## src/rtl/trim_cal_pkg.sv

```systemverilog
package trim_cal_pkg;
  typedef enum logic [1:0] {
    ST_IDLE   = 2'd0,
    ST_SETTLE = 2'd1,
    ST_SAMPLE = 2'd2
  } cal_state_t;
endpackage

```

## src/rtl/trim_settle_timer.sv

```systemverilog
module trim_settle_timer #(
  parameter int CNT_W = 8
) (
  input  logic             clk,
  input  logic             rst_n,
  input  logic             restart,
  input  logic             run,
  input  logic [CNT_W-1:0] limit,
  output logic             expired
);
  logic [CNT_W-1:0] cnt_q, cnt_d;
  logic             cnt_en;

  assign expired = (cnt_q == limit);
  assign cnt_en  = restart | (run & ~expired);

  always_comb begin
    cnt_d = cnt_q;
    if (restart)        cnt_d = '0;
    else if (run)       cnt_d = cnt_q + 1'b1;
  end

  always_ff @(posedge clk or negedge rst_n) begin
    if (!rst_n)      cnt_q <= '0;
    else if (cnt_en) cnt_q <= cnt_d;
  end

  // the count never runs past the limit while waiting
  a_r3_no_overrun: assert property (@(posedge clk) disable iff (!rst_n)
    (run && !restart && expired) |=> (cnt_q == $past(cnt_q)));
endmodule

```

## src/rtl/trim_code_ramp.sv

```systemverilog
module trim_code_ramp #(
  parameter int TRIM_W = 6
) (
  input  logic              clk,
  input  logic              rst_n,
  input  logic              clear,
  input  logic              step_up,
  input  logic              step_back,
  output logic [TRIM_W-1:0] code,
  output logic              at_max,
  output logic              at_zero
);
  logic [TRIM_W-1:0] code_q, code_d;
  logic              code_en;

  assign code    = code_q;
  assign at_max  = &code_q;
  assign at_zero = (code_q == '0);
  assign code_en = clear | step_up | step_back;

  always_comb begin
    code_d = code_q;
    if (clear)          code_d = '0;
    else if (step_up)   code_d = code_q + 1'b1;
    else if (step_back) code_d = code_q - 1'b1;
  end

  always_ff @(posedge clk or negedge rst_n) begin
    if (!rst_n)       code_q <= '0;
    else if (code_en) code_q <= code_d;
  end

  // the word only moves by one unit or returns to zero
  a_r4_unit_move: assert property (@(posedge clk) disable iff (!rst_n)
    !$stable(code_q) |-> (code_q == $past(code_q) + 1'b1) ||
                         (code_q == $past(code_q) - 1'b1) || (code_q == '0));
  // never asked to wrap past all ones
  a_r6_no_wrap: assert property (@(posedge clk) disable iff (!rst_n)
    step_up |-> !at_max);
  // never asked to step below zero
  a_r7_no_underflow: assert property (@(posedge clk) disable iff (!rst_n)
    step_back |-> !at_zero);
endmodule

```

## src/rtl/trim_cal_seq.sv

```systemverilog
module trim_cal_seq
  import trim_cal_pkg::*;
#(
  parameter int TRIM_W   = 6,
  parameter int SETTLE_W = 8
) (
  input  logic                clk,
  input  logic                rst_n,
  input  logic                cal_start,
  input  logic [SETTLE_W-1:0] settle_cycles,
  input  logic                cmp_hi,
  input  logic                conv_req,
  output logic [TRIM_W-1:0]   trim_code,
  output logic                pattern_on,
  output logic                cmp_strobe,
  output logic                busy,
  output logic                done,
  output logic                trim_err,
  output logic                conv_grant
);
  cal_state_t          state_q, state_d;
  logic [SETTLE_W-1:0] settle_q;
  logic                done_q, done_d, err_q, err_d;
  logic                start_ok, wait_over;
  logic                ramp_clear, ramp_up, ramp_back, tmr_restart;
  logic                at_max, at_zero;

  assign start_ok = cal_start && (state_q == ST_IDLE);

  always_comb begin
    state_d     = state_q;
    done_d      = done_q;
    err_d       = err_q;
    ramp_clear  = 1'b0;
    ramp_up     = 1'b0;
    ramp_back   = 1'b0;
    tmr_restart = 1'b0;
    unique case (state_q)
      ST_IDLE: if (cal_start) begin
        state_d     = ST_SETTLE;
        done_d      = 1'b0;
        err_d       = 1'b0;
        ramp_clear  = 1'b1;
        tmr_restart = 1'b1;
      end
      ST_SETTLE: if (wait_over) state_d = ST_SAMPLE;
      ST_SAMPLE: begin
        if (cmp_hi && !at_max) begin
          ramp_up     = 1'b1;
          tmr_restart = 1'b1;
          state_d     = ST_SETTLE;
        end else begin
          state_d = ST_IDLE;
          done_d  = 1'b1;
          if (cmp_hi || at_zero) err_d = 1'b1;
          else                   ramp_back = 1'b1;
        end
      end
      default: state_d = ST_IDLE;
    endcase
  end

  always_ff @(posedge clk or negedge rst_n) begin
    if (!rst_n) begin
      state_q <= ST_IDLE;
      done_q  <= 1'b0;
      err_q   <= 1'b0;
    end else begin
      state_q <= state_d;
      done_q  <= done_d;
      err_q   <= err_d;
    end
  end

  always_ff @(posedge clk or negedge rst_n) begin
    if (!rst_n)        settle_q <= '0;
    else if (start_ok) settle_q <= settle_cycles;
  end

  trim_settle_timer #(.CNT_W(SETTLE_W)) u_timer (
    .clk     (clk),
    .rst_n   (rst_n),
    .restart (tmr_restart),
    .run     (state_q == ST_SETTLE),
    .limit   (settle_q),
    .expired (wait_over)
  );

  trim_code_ramp #(.TRIM_W(TRIM_W)) u_ramp (
    .clk       (clk),
    .rst_n     (rst_n),
    .clear     (ramp_clear),
    .step_up   (ramp_up),
    .step_back (ramp_back),
    .code      (trim_code),
    .at_max    (at_max),
    .at_zero   (at_zero)
  );

  assign busy       = (state_q != ST_IDLE);
  assign pattern_on = busy;
  assign cmp_strobe = (state_q == ST_SAMPLE);
  assign done       = done_q;
  assign trim_err   = err_q;
  assign conv_grant = conv_req & ~busy;

  // a search always begins at code zero
  a_r2_start_zero: assert property (@(posedge clk) disable iff (!rst_n)
    $rose(busy) |-> (trim_code == '0) && !done && !trim_err);
  // a sample cycle is always preceded by a settle cycle
  a_r3_sample_after_settle: assert property (@(posedge clk) disable iff (!rst_n)
    cmp_strobe |-> $past(state_q) == ST_SETTLE);
  // an error is only reported with a finished search
  a_r6_err_with_done: assert property (@(posedge clk) disable iff (!rst_n)
    trim_err |-> done && !busy);
  // the held code does not move while idle
  a_r8_hold_code: assert property (@(posedge clk) disable iff (!rst_n)
    (!busy && !cal_start) |=> $stable(trim_code));
  // no conversion is granted while calibrating
  a_r10_block_conv: assert property (@(posedge clk) disable iff (!rst_n)
    pattern_on |-> !conv_grant);
endmodule

```

## config.mk

```make
export PLATFORM = sky130hd
export DESIGN_NAME = trim_cal_seq
export DESIGN_NICKNAME = d
export VERILOG_FILES = /design/src/rtl/trim_cal_pkg.sv /design/src/rtl/trim_settle_timer.sv /design/src/rtl/trim_code_ramp.sv /design/src/rtl/trim_cal_seq.sv
export SDC_FILE = /design/constraint.sdc
export NUM_CORES = 1
export LEC_CHECK = 0
export BUFFER_PORTS_ARGS = -buffer_cell sky130_fd_sc_hd__buf_2
export CAP_MARGIN = 5
export CORE_MARGIN = 5
export CORE_UTILIZATION = 45
export CTS_CLUSTER_SIZE = 25
export DETAILED_ROUTE_END_ITERATION = 6
export PLACE_DENSITY = 0.62
export SYNTH_ARGS = -nofsm -noshare
export SYNTH_HDL_FRONTEND = slang
export SYNTH_SLANG_ARGS = --single-unit
```

## constraint.sdc

```tcl
create_clock -name clk -period 6.1 [get_ports clk]
set_clock_uncertainty 0.05 [all_clocks]
set_input_delay 1.83 -clock clk [delete_from_list [all_inputs] [get_ports clk]]
set_output_delay 1.83 -clock clk [all_outputs]
set_load 0.02 [all_outputs]
```

Word level (Yosys, flattened, before mapping). Cells that the tools add are included. W data, S select, Z words.

Register bits after elaboration: 26. Latch bits: 0. Bits in writable memories: 0. Bits in read-only memories: 0. Input port bits: 13. Output and inout port bits: 12. Logic and storage cells: 62. Memories: 0.

$add $sub $neg: 3. Multipliers: 0. Div/mod/pow operators: 0. Magnitude comparators: 0. Equal/unequal tests: 7. Shifts and indexed selects: 0. Mux-type cells: 23. Bitwise gates (word level): 7. Reductions and logical operators: 16.

Operators with widths (number): $mux W6 (3); $mux W8 (2); $mux W1 (12); $add A8 B1 Y8 const B (1); $eq A8 B8 Y1 (1); $add A6 B1 Y6 const B (1); $logic_not A6 Y1 (1); $ne A2 B2 Y1 const B (3); $pmux W1 S2 (3); $pmux W2 S3 (1); $reduce_and A2 Y1 (3); $reduce_and A6 Y1 (1); $reduce_bool A2 Y1 (3); $sub A6 B1 Y6 const B (1); $mux W2 (2); $reduce_and A4 Y1 (1); $or A1 B1 Y1 (3); $reduce_and A3 Y1 (1); $reduce_bool A3 Y1 (1); $and A1 B1 Y1 (2); $eq A2 B1 Y1 const B (1); $eq A2 B2 Y1 const B (1); $logic_and A1 B1 Y1 (2); $logic_not A2 Y1 (1); 4 further kinds (5).

Depth between registers and ports, before layout. Gate-level depths: netlist of run 1.

Depth in word-level cells: 8. Depth in mapped cells: 11. Mapped depth without buffers: 11.

By module. From an unflattened synthesis of run 1, not the netlist that was laid out.

Cell total of the unflattened synthesis: 151. Area, all modules: 1585.3 µm².

Modules (own cells, without submodules): trim_cal_seq (instances 1, cells each 41, area each 571.8 µm², sequential area each 300.3 µm²); trim_settle_timer (instances 1, cells each 55, area each 526.8 µm², sequential area each 200.2 µm²); trim_code_ramp (instances 1, cells each 55, area each 486.7 µm², sequential area each 150.1 µm²).

Least setup slack after synthesis of run 1. No wires, ideal clock.

Kind: input-to-output. From: input port conv_req. To: output port conv_grant. Arrival time: 2040 ps. Required time: 4220 ps. Setup slack: 2180 ps. Cell stages on the path: 1. Buffers on the path: 0. Path through: and2_1.

Cells in the longest elaborated chain, start to end: 1.

Ends and longest elaborated chain: start, declared (line trim_cal_seq.sv:12) `input logic conv_req,`; $and A1 B1 Y1 (line trim_cal_seq.sv:105) `assign conv_grant = conv_req & ~busy;`; end, declared (line trim_cal_seq.sv:19) `output logic conv_grant`.

No other way between the ends.

Worst setup path after layout of run 1. Same ends and word-level chain as after synthesis.

==> results.cfg, run 1 <==
[setup_path]
slowest_stage = buf_2
critPathLaunch = conv_req
crit_fanout = 1
cp_cell_sequence = buf_2 -> and2_1 -> buf_2
cp.arrival_ns = 2.19
cpMostUsedCell = buf_2
crit_path_start_kind = primary input
end_kind = output pin
r2r_start = u_ramp.code[2]
critPathKind = in2out
critPathRequiredTime_ns = 4.22
slowest_delay_ns = 0.15

[synthesis]
synth-seq-area-share_pct = 43.9
synth_ff_type = dfrtp_1
avgSynthCellArea_sq_um = 9.27
synth-edff-count = 0
synth_cells = 160
synth_area_sq_mm = 0.00148
synth_top_area_cell = dfrtp_1
synth_top_cell_area_share_pct = 43.9
ys_types = 39
async_flop_share_pct = 100
synth_fp_nets = 179
synth-seq-cells = 26
yosys_warnings = 0
synthTopCellsByArea = dfrtp_1 44%, nand2_1 10%, xor2_1 5.9%, ha_1 4.2%, a21oi_1 2.4%

[cts]
postCtsHoldBufs = 0
cts_buffer_depth = 2
cts_sinks = 26
numCtsBuffers = 3
cts_setup_buffers = 0
cts_tree = yes
htreeDepth = 1
worst_skew_pair.late_latency_ns = 0.32
cts.reportedPaths.clkPinSlew_ns = 0.15
post_cts_resized = 0
root_buffer = clkbuf_4

[placement]
gp_congestion = 0.772
placedInstanceArea_sq_mm = 0.00164
post-place-ws_ns = 2.03
dp_hpwl_um = 2450
port_buffers = 24

[global_route]
gr-usage-all-layers_pct = 15.7
grt_max_degree = 27
grt_pass1_wl_um = 5390
grt-ovfl-total = 0
antenna_found_initial = 0
first_global_vias = 1207

[timing]
layout_setup_ws_ns = 2.03
hold_viol = 0
period_minus_slack_ns = 4.07
relSlewSlack_pct = 52.6
setup_viol = 0
setup-tns-final_ns = 0
max_freq_mhz = 246
worst_pin_slew_ns = 0.704
fin_crit_sh_pct = 66.7
rsz0062_at_grt = false
drv_slew = 0

[finish]
fillers = 313
final_area_sq_mm = 0.00170
seq_area_sq_um = 651
layout_common_cells = 40 x nand2_1, 26 x dfrtp_1, 24 x buf_2
n_antenna_cell = 0
layout_commonest_cell = nand2_1
final_nets = 205
syn2layout_area_growth_pct = 14.3
drive_gt1_share_pct = 19.5
multi_input_area_sq_um = 787

[pwr]
seqPwrFrac_pct = 38.9
swShare_pct = 41.7
vdd_ir_drop_max_v = 0.000204
p_leak_nw = 0.861
power_density_mw_per_mm2 = 455
p_clk_share_pct = 15.6
p_switching_w = 0.000322
p_int_w = 0.000449
comb_power_share_pct = 45.5

[route]
vias = 1231
wl_um = 3170
drc = 0
dr.pass1.iters = 4
drtIter0Drc = 73
antenna_left = 0
wire_per_inst_um = 13.8
vias_per_cell = 5.38

[run_status]
status = completed

[run]
max_cap_violations = 0

[floorplanning]
die_height_um = 67.4
placementRows = 20
die_w_um = 67.4
core_sq_mm = 0.00310
ioPinCount = 25
start_util_pct = 47.8
dieArea_sq_mm = 0.00454

[hold_path]
hp-class = reg2reg
min_from = done
-- logic make-up (layout without fill, tap and decap cells) --
| logic type | count (synthesis) | in the layout | synth area share [%] |
|---|---|---|---|
| XOR/XNOR | 13 | 13 | 7.68 |
| multiplexers | 3 | 3 | 2.03 |
| AO/OA/AOI/OAI | 32 | 32 | 15.3 |
| AND/OR/NAND/NOR | 69 | 69 | 22.5 |
| flip-flops | 26 | 26 | 43.9 |
| buffers and inverters | 11 | 36 | 3.04 |
| adder cells (fa/ha/maj) | 6 | 6 | 5.57 |
-- area by class of cell --
class	instances	share of cell area [%]
repair buffers	24	7.08
well taps	44	3.25
multi-input cells	123	46.4
clock buffers	3	1.33
flip-flops and latches	26	38.4
clock inverters	1	1.77
inverters	8	1.77
-- per-stage QoR --
step	utilization (%)	power, W	instances	hold WS, ns
2_1_floorplan	-	0.000563	160	0.415
3_3_place_gp	52.9	0.000643	225	0.425
3_5_place_dp	52.9	0.000655	225	0.434
4_1_cts	54.6	0.000776	229	0.469
5_1_grt	54.6	0.000835	229	0.498
6_report	54.6	0.000771	229	0.462
-- critical path, delay by kind of cell --
| kind | cells | cell delay (ns) |
|---|---|---|
| buffers and inverters | 2 | 0.24 |
| AND/OR/NAND/NOR | 1 | 0.12 |
-- path summary, 6_finish.rpt --
path,to,slack (ns),cells after the start
max,conv_grant,2.03,3
min,done,0.46,2
max reg2reg,u_ramp.code[5],3.35,10
min reg2reg,done,0.46,2
max in group asynchronous,u_timer.cnt_q[3],4.19,1
min in group asynchronous,settle_q[6],1.43,1
-- synthesized netlist by cell type, types with 2 or more instances --
cell type,n
nand2_1,40
dfrtp_1,26
xor2_1,10
nor2_1,9
a21oi_1,7
inv_1,7
o21ai_0,7
ha_1,5
a211oi_1,3
a21o_1,3
mux2i_1,3
nand3_1,3
or3_1,3
xnor2_1,3
a211o_1,2
a31oi_1,2
clkbuf_1,2
nand2b_1,2
nor4_1,2
or3_4,2
-- power groups by stage --
stage	Sequential, W	Combinational (W)	Clock (W)
2_1_floorplan	0.000306	0.000257	0
3_3_place_gp	0.000302	0.000341	0
3_5_place_dp	0.000305	0.000350	0
4_1_cts	0.000300	0.000354	0.000122
5_1_grt	0.000309	0.000399	0.000127
6_report	0.000300	0.000351	0.000120
-- per-layer routing --
layer	track usage, %	part of all wire [%]	routed length (um)	up-vias
met5	0	0	0	-
met4	5.06	0.85	27	0
met3	3.00	5.1	160	4
met2	26.9	47	1490	40
met1	19.9	47	1480	591
li1	-	-	-	596
-- flip-flops by register name, summed over array words and instances, names as in the netlist --
register       count
state_q            2
u_timer.cnt_q      8
u_ramp.code        6
settle_q           8
trim_err           1
done               1
No activity file was read; power rests on OpenSTA's default activity.
==> inputs of run 2 (changes only) <==
PLACE_DENSITY = 0.65   (was 0.62)
clock period = 3.61 ns   (was 6.1 ns; I/O delays follow)
==> results.cfg, run 2 (synthesized netlist as in run 1, its figures left out) <==
[run_status]
status = completed

[timing]
fin_crit_sh_pct = 80.8
drv_slew = 0
relSlewSlack_pct = 50.6
worst_pin_slew_ns = 0.735
rsz0062_at_grt = false
setup-tns-final_ns = 0
max_freq_mhz = 343
setup_viol = 0
hold_viol = 0
period_minus_slack_ns = 2.92

[global_route]
grt-ovfl-total = 0
met2_usage_pct = 24.8
antenna_found_initial = 0
top_usage_layer = met2
first_global_vias = 1191
grt_use_met1_pct = 21.4
grt_max_degree = 27
grt_pass1_wl_um = 5360
gr-usage-all-layers_pct = 15.3
grtUsageMet3_pct = 2.50

[placement]
gp_congestion = 0.804
dp_hpwl_um = 2380
placedInstanceArea_sq_mm = 0.00164
port_buffers = 24

[setup_path]
slowest_stage = or3_4
critPathRequiredTime_ns = 3.81
r2r_start = u_ramp.code[4]
cpMostUsedCell = or3_4
cp_cell_sequence = buf_2 -> nand2b_1 -> or3_4 -> ha_1 -> o21ai_0 -> o21a_1 -> or3_4 -> a21bo_1 -> a31oi_1
cp.arrival_ns = 3.12
crit_fanout = 5
end_kind = flop
slowest_delay_ns = 0.37
crit_path_start_kind = primary input
critPathKind = in2reg
critPathLaunch = cmp_hi

[cts]
root_buffer = clkbuf_4
cts.reportedPaths.clkPinSlew_ns = 0.15
post_cts_resized = 0
cts_buffer_depth = 2
numCtsBuffers = 3
cts_sinks = 26
htreeDepth = 1
worst_skew_pair.late_latency_ns = 0.32
postCtsHoldBufs = 0
cts_setup_buffers = 0
cts_tree = yes

[finish]
drive_gt1_share_pct = 19.5
final_nets = 205
syn2layout_area_growth_pct = 14.3
layout_common_cells = 40 x nand2_1, 26 x dfrtp_1, 24 x buf_2
final_util_pct = 54.6
final_area_sq_mm = 0.00170
seq_area_sq_um = 651
n_antenna_cell = 0
multi_input_area_sq_um = 787
fillers = 303
layout_commonest_cell = nand2_1

[hold_path]
hp-class = reg2reg
min_from = trim_err

[pwr]
vdd_ir_drop_max_v = 0.000323
p_leak_nw = 0.861
power_density_mw_per_mm2 = 766

[floorplanning]
start_util_pct = 47.8
ioPinCount = 25
die_w_um = 67.4
dieArea_sq_mm = 0.00454
core_sq_mm = 0.00310
die_height_um = 67.4
placementRows = 20

[route]
wire_per_inst_um = 13.5
antenna_left = 0
vias = 1200
drc = 0
dr.pass1.iters = 4
wl_um = 3090
vias_per_cell = 5.24
drtIter0Drc = 86

[run]
max_cap_violations = 0
run 2: cell counts in the layout (fill, tap and decap cells not counted):
Identical to the previous run, type by type.
run 2: cell type report:
| class | instances | share of cell area [%] |
|---|---|---|
| clock inverters | 1 | 1.77 |
| clock buffers | 3 | 1.33 |
| inverters | 8 | 1.77 |
| multi-input cells | 123 | 46.4 |
| flip-flops and latches | 26 | 38.4 |
| repair buffers | 24 | 7.08 |
| well taps | 44 | 3.25 |
run 2: routing by layer:
metal  wire (um)  vias up  part of all wire, %
met2        1430       29                   46
met3         116        2                  3.8
met4           9        0                 0.29
met5           0        -                    0
met1        1540      574                   50
li1            -      595                    -
run 2: critical path, delay by kind of cell:
kind | cells | cell delay, ns
AO/OA/AOI/OAI | 4 | 0.69
buffers and inverters | 1 | 0.15
adder cells (fa/ha/maj) | 1 | 0.37
AND/OR/NAND/NOR | 3 | 0.84
run 2: power by group:
part	total [W]	switching (W)	internal (W)
Clock	0.000200	0.0000877	0.000112
Sequential	0.000507	0.000116	0.000391
Combinational	0.000592	0.000338	0.000255
Total	0.00130	0.000541	0.000758
run 2: stage by stage:
step / std cells / hold WS [ns] / power (W) / worst slack [ns]
3_5_place_dp: 225 / 0.438 / 0.00111 / 0.385
5_1_grt: 229 / 0.508 / 0.00142 / 0.538
6_report: 229 / 0.460 / 0.00130 / 0.694
3_3_place_gp: 225 / 0.428 / 0.00108 / 0.463
4_1_cts: 229 / 0.473 / 0.00131 / 0.718
2_1_floorplan: 160 / 0.415 / 0.000951 / 0.683
run 2: worst paths after layout:
path	depth (start not counted)	slack, ns	endpoint
min in group asynchronous	1	0.68	settle_q[1]
worst max-delay path	9	0.69	u_ramp.code[5]
worst min register to register	2	0.46	trim_err
worst max register to register	10	0.84	u_ramp.code[5]
max in group asynchronous	1	2.44	settle_q[3]
worst min-delay path	2	0.46	trim_err
